[src/rtl/frac_clk_ramp_pkg.sv]
package frac_clk_ramp_pkg;

  typedef enum logic [1:0] {
    ST_SLEEP = 2'd0,
    ST_RAMP  = 2'd1,
    ST_RUN   = 2'd2
  } ramp_state_e;

endpackage

[src/rtl/fcr_tick_gen.sv]
module fcr_tick_gen #(
  parameter int unsigned PERIOD = 256
) (
  input  logic clk,
  input  logic rst_n,
  input  logic clr,
  output logic tick
);

  localparam int CW = (PERIOD > 1) ? $clog2(PERIOD) : 1;
  localparam logic [CW-1:0] LAST = CW'(PERIOD - 1);

  logic [CW-1:0] cnt_q;
  logic [CW-1:0] cnt_d;

  always_comb begin
    if (clr) begin
      cnt_d = '0;
    end else if (cnt_q == LAST) begin
      cnt_d = '0;
    end else begin
      cnt_d = cnt_q + 1'b1;
    end
  end

  always_ff @(posedge clk or negedge rst_n) begin
    if (!rst_n) begin
      cnt_q <= '0;
    end else begin
      cnt_q <= cnt_d;
    end
  end

  assign tick = (cnt_q == LAST) && !clr;

  generate
    if (PERIOD > 1) begin : g_chk
      // ticks are isolated single-cycle events
      a_r6_tick_isolated: assert property (@(posedge clk) disable iff (!rst_n)
        tick |=> !tick);
    end
  endgenerate

endmodule

[src/rtl/fcr_accum.sv]
module fcr_accum #(
  parameter int unsigned FW = 5
) (
  input  logic          clk,
  input  logic          rst_n,
  input  logic          clr,
  input  logic [FW-1:0] frac,
  input  logic [FW-1:0] div,
  output logic          en
);

  logic [FW-1:0] acc_q;
  logic [FW-1:0] acc_d;
  logic          en_q;
  logic          en_d;
  logic [FW:0]   sum;

  assign sum = {1'b0, acc_q} + {1'b0, frac};

  always_comb begin
    if (clr) begin
      acc_d = '0;
      en_d  = 1'b0;
    end else if (sum >= {1'b0, div}) begin
      acc_d = FW'(sum - {1'b0, div});
      en_d  = 1'b1;
    end else begin
      acc_d = sum[FW-1:0];
      en_d  = 1'b0;
    end
  end

  always_ff @(posedge clk or negedge rst_n) begin
    if (!rst_n) begin
      acc_q <= '0;
      en_q  <= 1'b0;
    end else begin
      acc_q <= acc_d;
      en_q  <= en_d;
    end
  end

  assign en = en_q;

  // residue stays below the divider, so a single subtraction suffices
  a_r2_residue_below_div: assert property (@(posedge clk) disable iff (!rst_n)
    (div != '0) |-> (acc_q < div));

  // full-rate fraction yields an enable on the following cycle
  a_r3_full_rate: assert property (@(posedge clk) disable iff (!rst_n)
    (frac == div && div != '0 && !clr) |=> en);

endmodule

[src/rtl/fcr_ramp_ctrl.sv]
module fcr_ramp_ctrl
  import frac_clk_ramp_pkg::*;
#(
  parameter int unsigned FW         = 5,
  parameter int unsigned RST_FRAC   = 1,
  parameter int unsigned RST_DIV    = 10,
  parameter int unsigned RST_STEP   = 6,
  parameter int unsigned SLEEP_FRAC = 1
) (
  input  logic          clk,
  input  logic          rst_n,
  input  logic          sleep_req,
  input  logic          wake_req,
  input  logic [FW-1:0] tgt_frac,
  input  logic [FW-1:0] div_val,
  input  logic [FW-1:0] step_size,
  input  logic          step_en,
  input  logic          tick,
  output logic [FW-1:0] cur_frac,
  output logic [FW-1:0] cur_div,
  output logic          ramp_done,
  output logic          wake_go
);

  localparam logic [FW-1:0] FRAC_INIT  = FW'(RST_FRAC);
  localparam logic [FW-1:0] DIV_INIT   = FW'(RST_DIV);
  localparam logic [FW-1:0] STEP_INIT  = FW'(RST_STEP);
  localparam logic [FW-1:0] FRAC_SLEEP = FW'(SLEEP_FRAC);

  ramp_state_e   st_q, st_d;
  logic [FW-1:0] frac_q, frac_d;
  logic [FW-1:0] div_q, div_d;
  logic [FW-1:0] goal_q, goal_d;
  logic [FW-1:0] step_q, step_d;
  logic          done_q, done_d;
  logic [FW-1:0] goal_clamped;
  logic [FW:0]   sum;

  assign goal_clamped = (tgt_frac > div_val) ? div_val : tgt_frac;
  assign sum          = {1'b0, frac_q} + {1'b0, step_q};
  assign wake_go      = (st_q == ST_SLEEP) && wake_req && !sleep_req;

  always_comb begin
    st_d   = st_q;
    frac_d = frac_q;
    div_d  = div_q;
    goal_d = goal_q;
    step_d = step_q;
    done_d = 1'b0;
    if (sleep_req) begin
      st_d   = ST_SLEEP;
      frac_d = FRAC_SLEEP;
    end else if (wake_go) begin
      div_d  = div_val;
      step_d = step_size;
      goal_d = goal_clamped;
      if (step_en) begin
        st_d = ST_RAMP;
      end else begin
        st_d   = ST_RUN;
        frac_d = goal_clamped;
      end
    end else if (st_q == ST_RAMP && tick) begin
      if (sum >= {1'b0, goal_q}) begin
        frac_d = goal_q;
        st_d   = ST_RUN;
        done_d = 1'b1;
      end else begin
        frac_d = sum[FW-1:0];
      end
    end
  end

  always_ff @(posedge clk or negedge rst_n) begin
    if (!rst_n) begin
      st_q   <= ST_SLEEP;
      frac_q <= FRAC_INIT;
      div_q  <= DIV_INIT;
      goal_q <= FRAC_INIT;
      step_q <= STEP_INIT;
      done_q <= 1'b0;
    end else begin
      st_q   <= st_d;
      frac_q <= frac_d;
      div_q  <= div_d;
      goal_q <= goal_d;
      step_q <= step_d;
      done_q <= done_d;
    end
  end

  assign cur_frac  = frac_q;
  assign cur_div   = div_q;
  assign ramp_done = done_q;

  // sleep lands on the minimum fraction next cycle
  a_r4_sleep_floor: assert property (@(posedge clk) disable iff (!rst_n)
    sleep_req |=> (frac_q == FRAC_SLEEP && st_q == ST_SLEEP));

  // divider survives a sleep request
  a_r4_sleep_keeps_div: assert property (@(posedge clk) disable iff (!rst_n)
    sleep_req |=> $stable(div_q));

  // fraction frozen between ramp ticks
  a_r6_hold_between_ticks: assert property (@(posedge clk) disable iff (!rst_n)
    (st_q == ST_RAMP && !tick && !sleep_req) |=> $stable(frac_q));

  // fraction never exceeds the divider
  a_r7_frac_within_div: assert property (@(posedge clk) disable iff (!rst_n)
    frac_q <= div_q);

  // ramping never overshoots the clamped goal
  a_r7_no_overshoot: assert property (@(posedge clk) disable iff (!rst_n)
    (st_q == ST_RAMP) |-> (frac_q <= goal_q || frac_q == FRAC_SLEEP));

  // done is a single-cycle pulse at the goal
  a_r8_done_single: assert property (@(posedge clk) disable iff (!rst_n)
    done_q |=> !done_q);

  a_r8_done_at_goal: assert property (@(posedge clk) disable iff (!rst_n)
    done_q |-> (frac_q == goal_q && st_q == ST_RUN));

  // wake outside sleep leaves the divider alone
  a_r9_wake_ignored: assert property (@(posedge clk) disable iff (!rst_n)
    (st_q != ST_SLEEP && !sleep_req) |=> $stable(div_q));

endmodule

[src/rtl/frac_clk_ramp.sv]
module frac_clk_ramp #(
  parameter int unsigned FW          = 5,
  parameter int unsigned TICK_PERIOD = 256,
  parameter int unsigned RST_FRAC    = 1,
  parameter int unsigned RST_DIV     = 10,
  parameter int unsigned RST_STEP    = 6,
  parameter int unsigned SLEEP_FRAC  = 1
) (
  input  logic          clk,
  input  logic          rst_n,
  input  logic          sleep_req,
  input  logic          wake_req,
  input  logic [FW-1:0] tgt_frac,
  input  logic [FW-1:0] div_val,
  input  logic [FW-1:0] step_size,
  input  logic          step_en,
  output logic          clk_en,
  output logic          ramp_done,
  output logic [15:0]   status
);

  localparam int DIV_LSB = 8;

  logic          rst_meta_q;
  logic          rst_sync_q;
  logic          tick;
  logic          wake_go;
  logic [FW-1:0] cur_frac;
  logic [FW-1:0] cur_div;

  always_ff @(posedge clk or negedge rst_n) begin
    if (!rst_n) begin
      rst_meta_q <= 1'b0;
      rst_sync_q <= 1'b0;
    end else begin
      rst_meta_q <= 1'b1;
      rst_sync_q <= rst_meta_q;
    end
  end

  fcr_tick_gen #(
    .PERIOD(TICK_PERIOD)
  ) u_tick (
    .clk  (clk),
    .rst_n(rst_sync_q),
    .clr  (wake_go),
    .tick (tick)
  );

  fcr_ramp_ctrl #(
    .FW        (FW),
    .RST_FRAC  (RST_FRAC),
    .RST_DIV   (RST_DIV),
    .RST_STEP  (RST_STEP),
    .SLEEP_FRAC(SLEEP_FRAC)
  ) u_ctrl (
    .clk      (clk),
    .rst_n    (rst_sync_q),
    .sleep_req(sleep_req),
    .wake_req (wake_req),
    .tgt_frac (tgt_frac),
    .div_val  (div_val),
    .step_size(step_size),
    .step_en  (step_en),
    .tick     (tick),
    .cur_frac (cur_frac),
    .cur_div  (cur_div),
    .ramp_done(ramp_done),
    .wake_go  (wake_go)
  );

  fcr_accum #(
    .FW(FW)
  ) u_accum (
    .clk  (clk),
    .rst_n(rst_sync_q),
    .clr  (wake_go),
    .frac (cur_frac),
    .div  (cur_div),
    .en   (clk_en)
  );

  always_comb begin
    status = '0;
    status[FW-1:0]        = cur_frac;
    status[DIV_LSB +: FW] = cur_div;
  end

endmodule

[config.mk]
export PLATFORM = sky130hd
export DESIGN_NAME = frac_clk_ramp
export DESIGN_NICKNAME = d
export VERILOG_FILES = /design/src/rtl/frac_clk_ramp_pkg.sv /design/src/rtl/fcr_tick_gen.sv /design/src/rtl/fcr_accum.sv /design/src/rtl/fcr_ramp_ctrl.sv /design/src/rtl/frac_clk_ramp.sv
export SDC_FILE = /design/constraint.sdc
export NUM_CORES = 1
export LEC_CHECK = 0
export BUFFER_PORTS_ARGS = -buffer_cell sky130_fd_sc_hd__buf_4
export CAP_MARGIN = 10
export CORE_MARGIN = 2
export CORE_UTILIZATION = 40
export DETAILED_ROUTE_END_ITERATION = 12
export PLACE_DENSITY = 0.73
export SYNTH_ARGS = -nofsm -noshare
export SYNTH_HDL_FRONTEND = slang
export SYNTH_SLANG_ARGS = --single-unit
[constraint.sdc]
create_clock -name clk -period 1.1 [get_ports clk]
set_input_delay 0.055 -clock clk [delete_from_list [all_inputs] [get_ports clk]]
set_output_delay 0.055 -clock clk [all_outputs]
set_load 0.1 [all_outputs]
==> summary.md <==
The flow ran to the end, but the final reports show violations. The final reports fail on setup timing. The final critical-path required period works out to 3040 ps. By area the synthesized netlist is led by sky130_fd_sc_hd__dfrtp_1 (32%), sky130_fd_sc_hd__ha_1 (13%), sky130_fd_sc_hd__dfstp_2 (6.2%).

For the worst-case hold slack, the log shows 70.7 ps. The synthesized design spends more area on one cell type than any other, namely sky130_fd_sc_hd__dfrtp_1. The endpoint arrival time on the critical path was 3230 ps; the number of sinks handled by clock tree synthesis was 39. Of all nets on the critical path, the largest fanout is 4. Once detailed placement completed, the half-perimeter wirelength came to 5.04 mm. The endpoint identified for the worst register-to-register timing path is u_ctrl.cur_frac[3]. Most used flip-flop cell after synthesis: sky130_fd_sc_hd__dfrtp_1. After clock tree synthesis, the clock-pin slew on the worst setup and hold paths is 80 ps. Headroom to the max-slew limit came out at 61.8%.

Critical path startpoint category: a flop. For the worst-skew pair, the clock arrives at the later sink with an insertion delay of 300 ps. From bottom edge to top edge, the die measures 84.0 microns. The logs give 72.7% for the fraction of the core area covered by cells at the end of the flow and 2.13 nW for the static leakage.

After filler insertion, the fill cell instance count of the layout stands at 393. The final setup slack of the worst path was -1940 ps. In this run, the number of DRC markers left after iteration 0 of detailed routing was 132.

The portion of the clock cycle consumed by the worst path in the final layout was 276%; the x dimension of the die was 84.0 microns. The master of the slowest instance on the critical path is sky130_fd_sc_hd__dfstp_4. The initial utilization of the core area, before any placement, comes to 40.7%. Entering global routing, the biggest net connects 38 pins.

The class of the most critical setup path was flop to flop. The tools report the total count of hold-check failures in the final report as 0. Kind of end point of the critical path: a flop.

In this run the deepest clock path goes through 2 buffers. Compared with the post-synthesis result, the final layout area differs by 78.5%. After synthesis, the largest area contributor takes up 32.3% of total cell area.

The commonest cells after synthesis are sky130_fd_sc_hd__dfrtp_1 (33), sky130_fd_sc_hd__nor2_1 (32), sky130_fd_sc_hd__nand2_1 (28). Setup violations remaining at the end of the flow were counted as 40. The core region is 6280 sq um. The cell area power density is 3190 nW/um^2. For the maximum vdd drop, the log shows 0.00263 V. Across every metal layer, demand over resource in global routing totals 23.0%.

The count of unique library cells instantiated by Yosys is 46. The data required time at the worst endpoint is 1290 ps. In this design, the largest share of critical-path delay is due to simple AND/OR/NAND/NOR gates. The aggregate global routing overflow came out at 0.

The worst register-to-register path begins at u_ctrl.cur_frac[0]. The number of global-route vias before repair was 2756. The synthesized design contains 0 enable-type register cells. Counting the buffers created by CTS gives 5. The floorplan step defined a die boundary enclosing 7050 sq um.

The logs give 0 for the max-slew violation count and 1960 sq um for the area used by multi-input combinational logic. Summing all flip-flop and latch instances after layout gives 993 sq um. Using the TritonRoute via totals, the vias-per-cell ratio works out to 5.26.

The placement row count is 29, and the mean instance size in the synthesized netlist is 9.30 sq um. The total number of vias came out at 2560. Clock skew on the completed layout was measured at 4.24 ps.

The fraction of layout cells with a size suffix above 1 works out to 57.8%. The H-tree generated during clock tree synthesis spans 2 levels. Global-route wire length before repair: 12.8 mm.

Number of buffers and inverters on the critical path: 0. In this run the worst hold path is classified as primary input to async pin. TritonCTS built the clock tree. Dividing the detail-routed wire length by the instance count gives 17.6 microns. Adding up every negative setup slack in the final design gives -32400 ps. The number of antenna diodes in the final layout is 0. 38 I/O pins were placed. Measured in cells, the most critical reg-to-reg path has a length of 10.

The share of the Yosys chip area taken by registers is 38.5%. Detailed-routing iteration count for the pre-antenna-repair pass: 4. The routed design has 8.57 mm of wire. The tools report the clock tree root driver cell as sky130_fd_sc_hd__clkbuf_8. Static timing analysis puts the maximum clock frequency at 329 MHz. Synthesis inferred 39 register bits. The run gives 0 as the number of max-cap violations.

The Yosys step of the flow raised 0 warnings. Port buffering added 31 buffers. Setup repair after global routing could not meet its margin everywhere.

The longest individual stage delay on the worst path came out at 490 ps. The initial antenna violation count is 0. Cell count after synthesis: 275. Of all flip-flops after synthesis, the portion carrying an async set or reset was 100%. The mapped netlist covers 2560 sq um. For the slack of the worst reg-to-reg path, the log shows -1940 ps. The number of nets still failing antenna checks after routing is 0, and the actual slew at the worst max-slew pin is 569 ps. For the number of nets in the layout, the log shows 458.

The most instantiated library cell after synthesis was sky130_fd_sc_hd__dfrtp_1. The signal on the critical path passes through ha_4 -> fa_2 -> and3_4 -> or3_1 -> and2_1 -> ha_1 -> o21a_1 -> a221oi_4 -> or3b_1 -> a41o_1. The logs give 0.808 for the global placer's final weighted congestion and 0 for the residual DRC count.
## logic make-up (layout without fill, tap and decap cells)
group	Yosys count	in the layout	synth area share, %
AND/OR/NAND/NOR	99	99	18.0
AO/OA/AOI/OAI	56	56	15.8
flip-flops	39	39	38.5
buffers and inverters	32	162	5.87
adder cells (fa/ha/maj)	29	29	15.1
XOR/XNOR	11	11	3.77
multiplexers	7	7	2.79
other	2	7	0.294
## how the worst max path moves through the flow
stage	cells after the start	endpoint	start
2_1_floorplan	10	u_ctrl.cur_frac[3]	u_ctrl.cur_frac[0]
3_3_place_gp	10	u_ctrl.cur_frac[3]	u_ctrl.cur_frac[0]
3_5_place_dp	12	u_accum.acc_q[0]	u_ctrl.cur_frac[0]
4_1_cts	10	u_ctrl.cur_frac[3]	u_ctrl.cur_frac[0]
5_1_grt	14	u_accum.acc_q[3]	u_ctrl.cur_frac[0]
6_report	10	u_ctrl.cur_frac[3]	u_ctrl.cur_frac[0]
## sequential cells by signal, summed over array words and instances, names as in the netlist, 2 cells and up
name	cells
u_ctrl.goal_q	5
u_ctrl.step_q	5
u_ctrl.cur_div	5
u_tick.cnt_q	8
u_ctrl.st_q	2
u_ctrl.cur_frac	5
u_accum.acc_q	5
## power breakdown
part / leakage [nW] / total [mW] / switching (mW) / internal (mW)
logic: 1.61 / 11.3 / 5.70 / 5.62
clock network: 0.0477 / 0.982 / 0.547 / 0.435
registers: 0.468 / 2.26 / 0.321 / 1.94
total: 2.13 / 14.6 / 6.57 / 7.99
## cell usage in the layout (no fill, tap or decap), drive strengths merged, types with 5 or more instances in the layout
cell type    Yosys  layout
dlygate4sd3      0       8
nor2b            5       5
dfrtp           33      33
mux2i            6       6
a21oi            8       8
a21boi           5       5
buf              7     126
ha              26      26
dfstp            6       6
o21a             6       6
nand2           28      28
nor2            32      32
conb             2       7
inv             20      20
xnor2            7       7
nand3            9       9
o21ai           16      16
and3             6       6
clkbuf           5       5
## layer usage
layer	up-vias	GRT usage (%)	wire [microns]
met3	28	4.15	242
met2	69	41.2	4750
li1	1205	-	-
met1	1258	26.3	3290
met4	0	11.1	284
met5	-	0	0
## worst register-to-register path: cells and delay by family, from the launching register on
family	cells	cell delay, ps
fa+ha+maj	3	770
simple gates	4	1010
flops	1	490
compound gates	3	650
## what timing repair did
item                                    CTS  global route
hold buffers                              7             1
hold endpoints to repair                  8             1
pin swaps                                24            17
cloned                                    1             0
gates resized for setup                  89            72
buffers inserted                         13            14
endpoints found under the setup margin   44            47
## layout make-up
cell class | instances | share of cell area, %
Inverter | 20 | 2.14
Clock inverter | 3 | 0.329
Sequential cell | 39 | 21.8
Tap cell | 77 | 2.11
Clock buffer | 5 | 1.51
Timing Repair Buffer | 134 | 29.3
Multi-Input combinational cell | 209 | 42.9
## per-stage QoR
stage / std cells / worst slack [ps] / instance area [sq um] / power [mW]
after floorplan: 280 / -2140 / 2800 / 7.78
after global placement: 450 / -1900 / 3600 / 10.3
after detailed placement: 450 / -1970 / 3600 / 10.6
after CTS: 478 / -1890 / 4240 / 13.2
after global routing: 487 / -2050 / 4570 / 15.5
final: 487 / -1940 / 4570 / 14.6
Power figures use the tool's default switching activity.
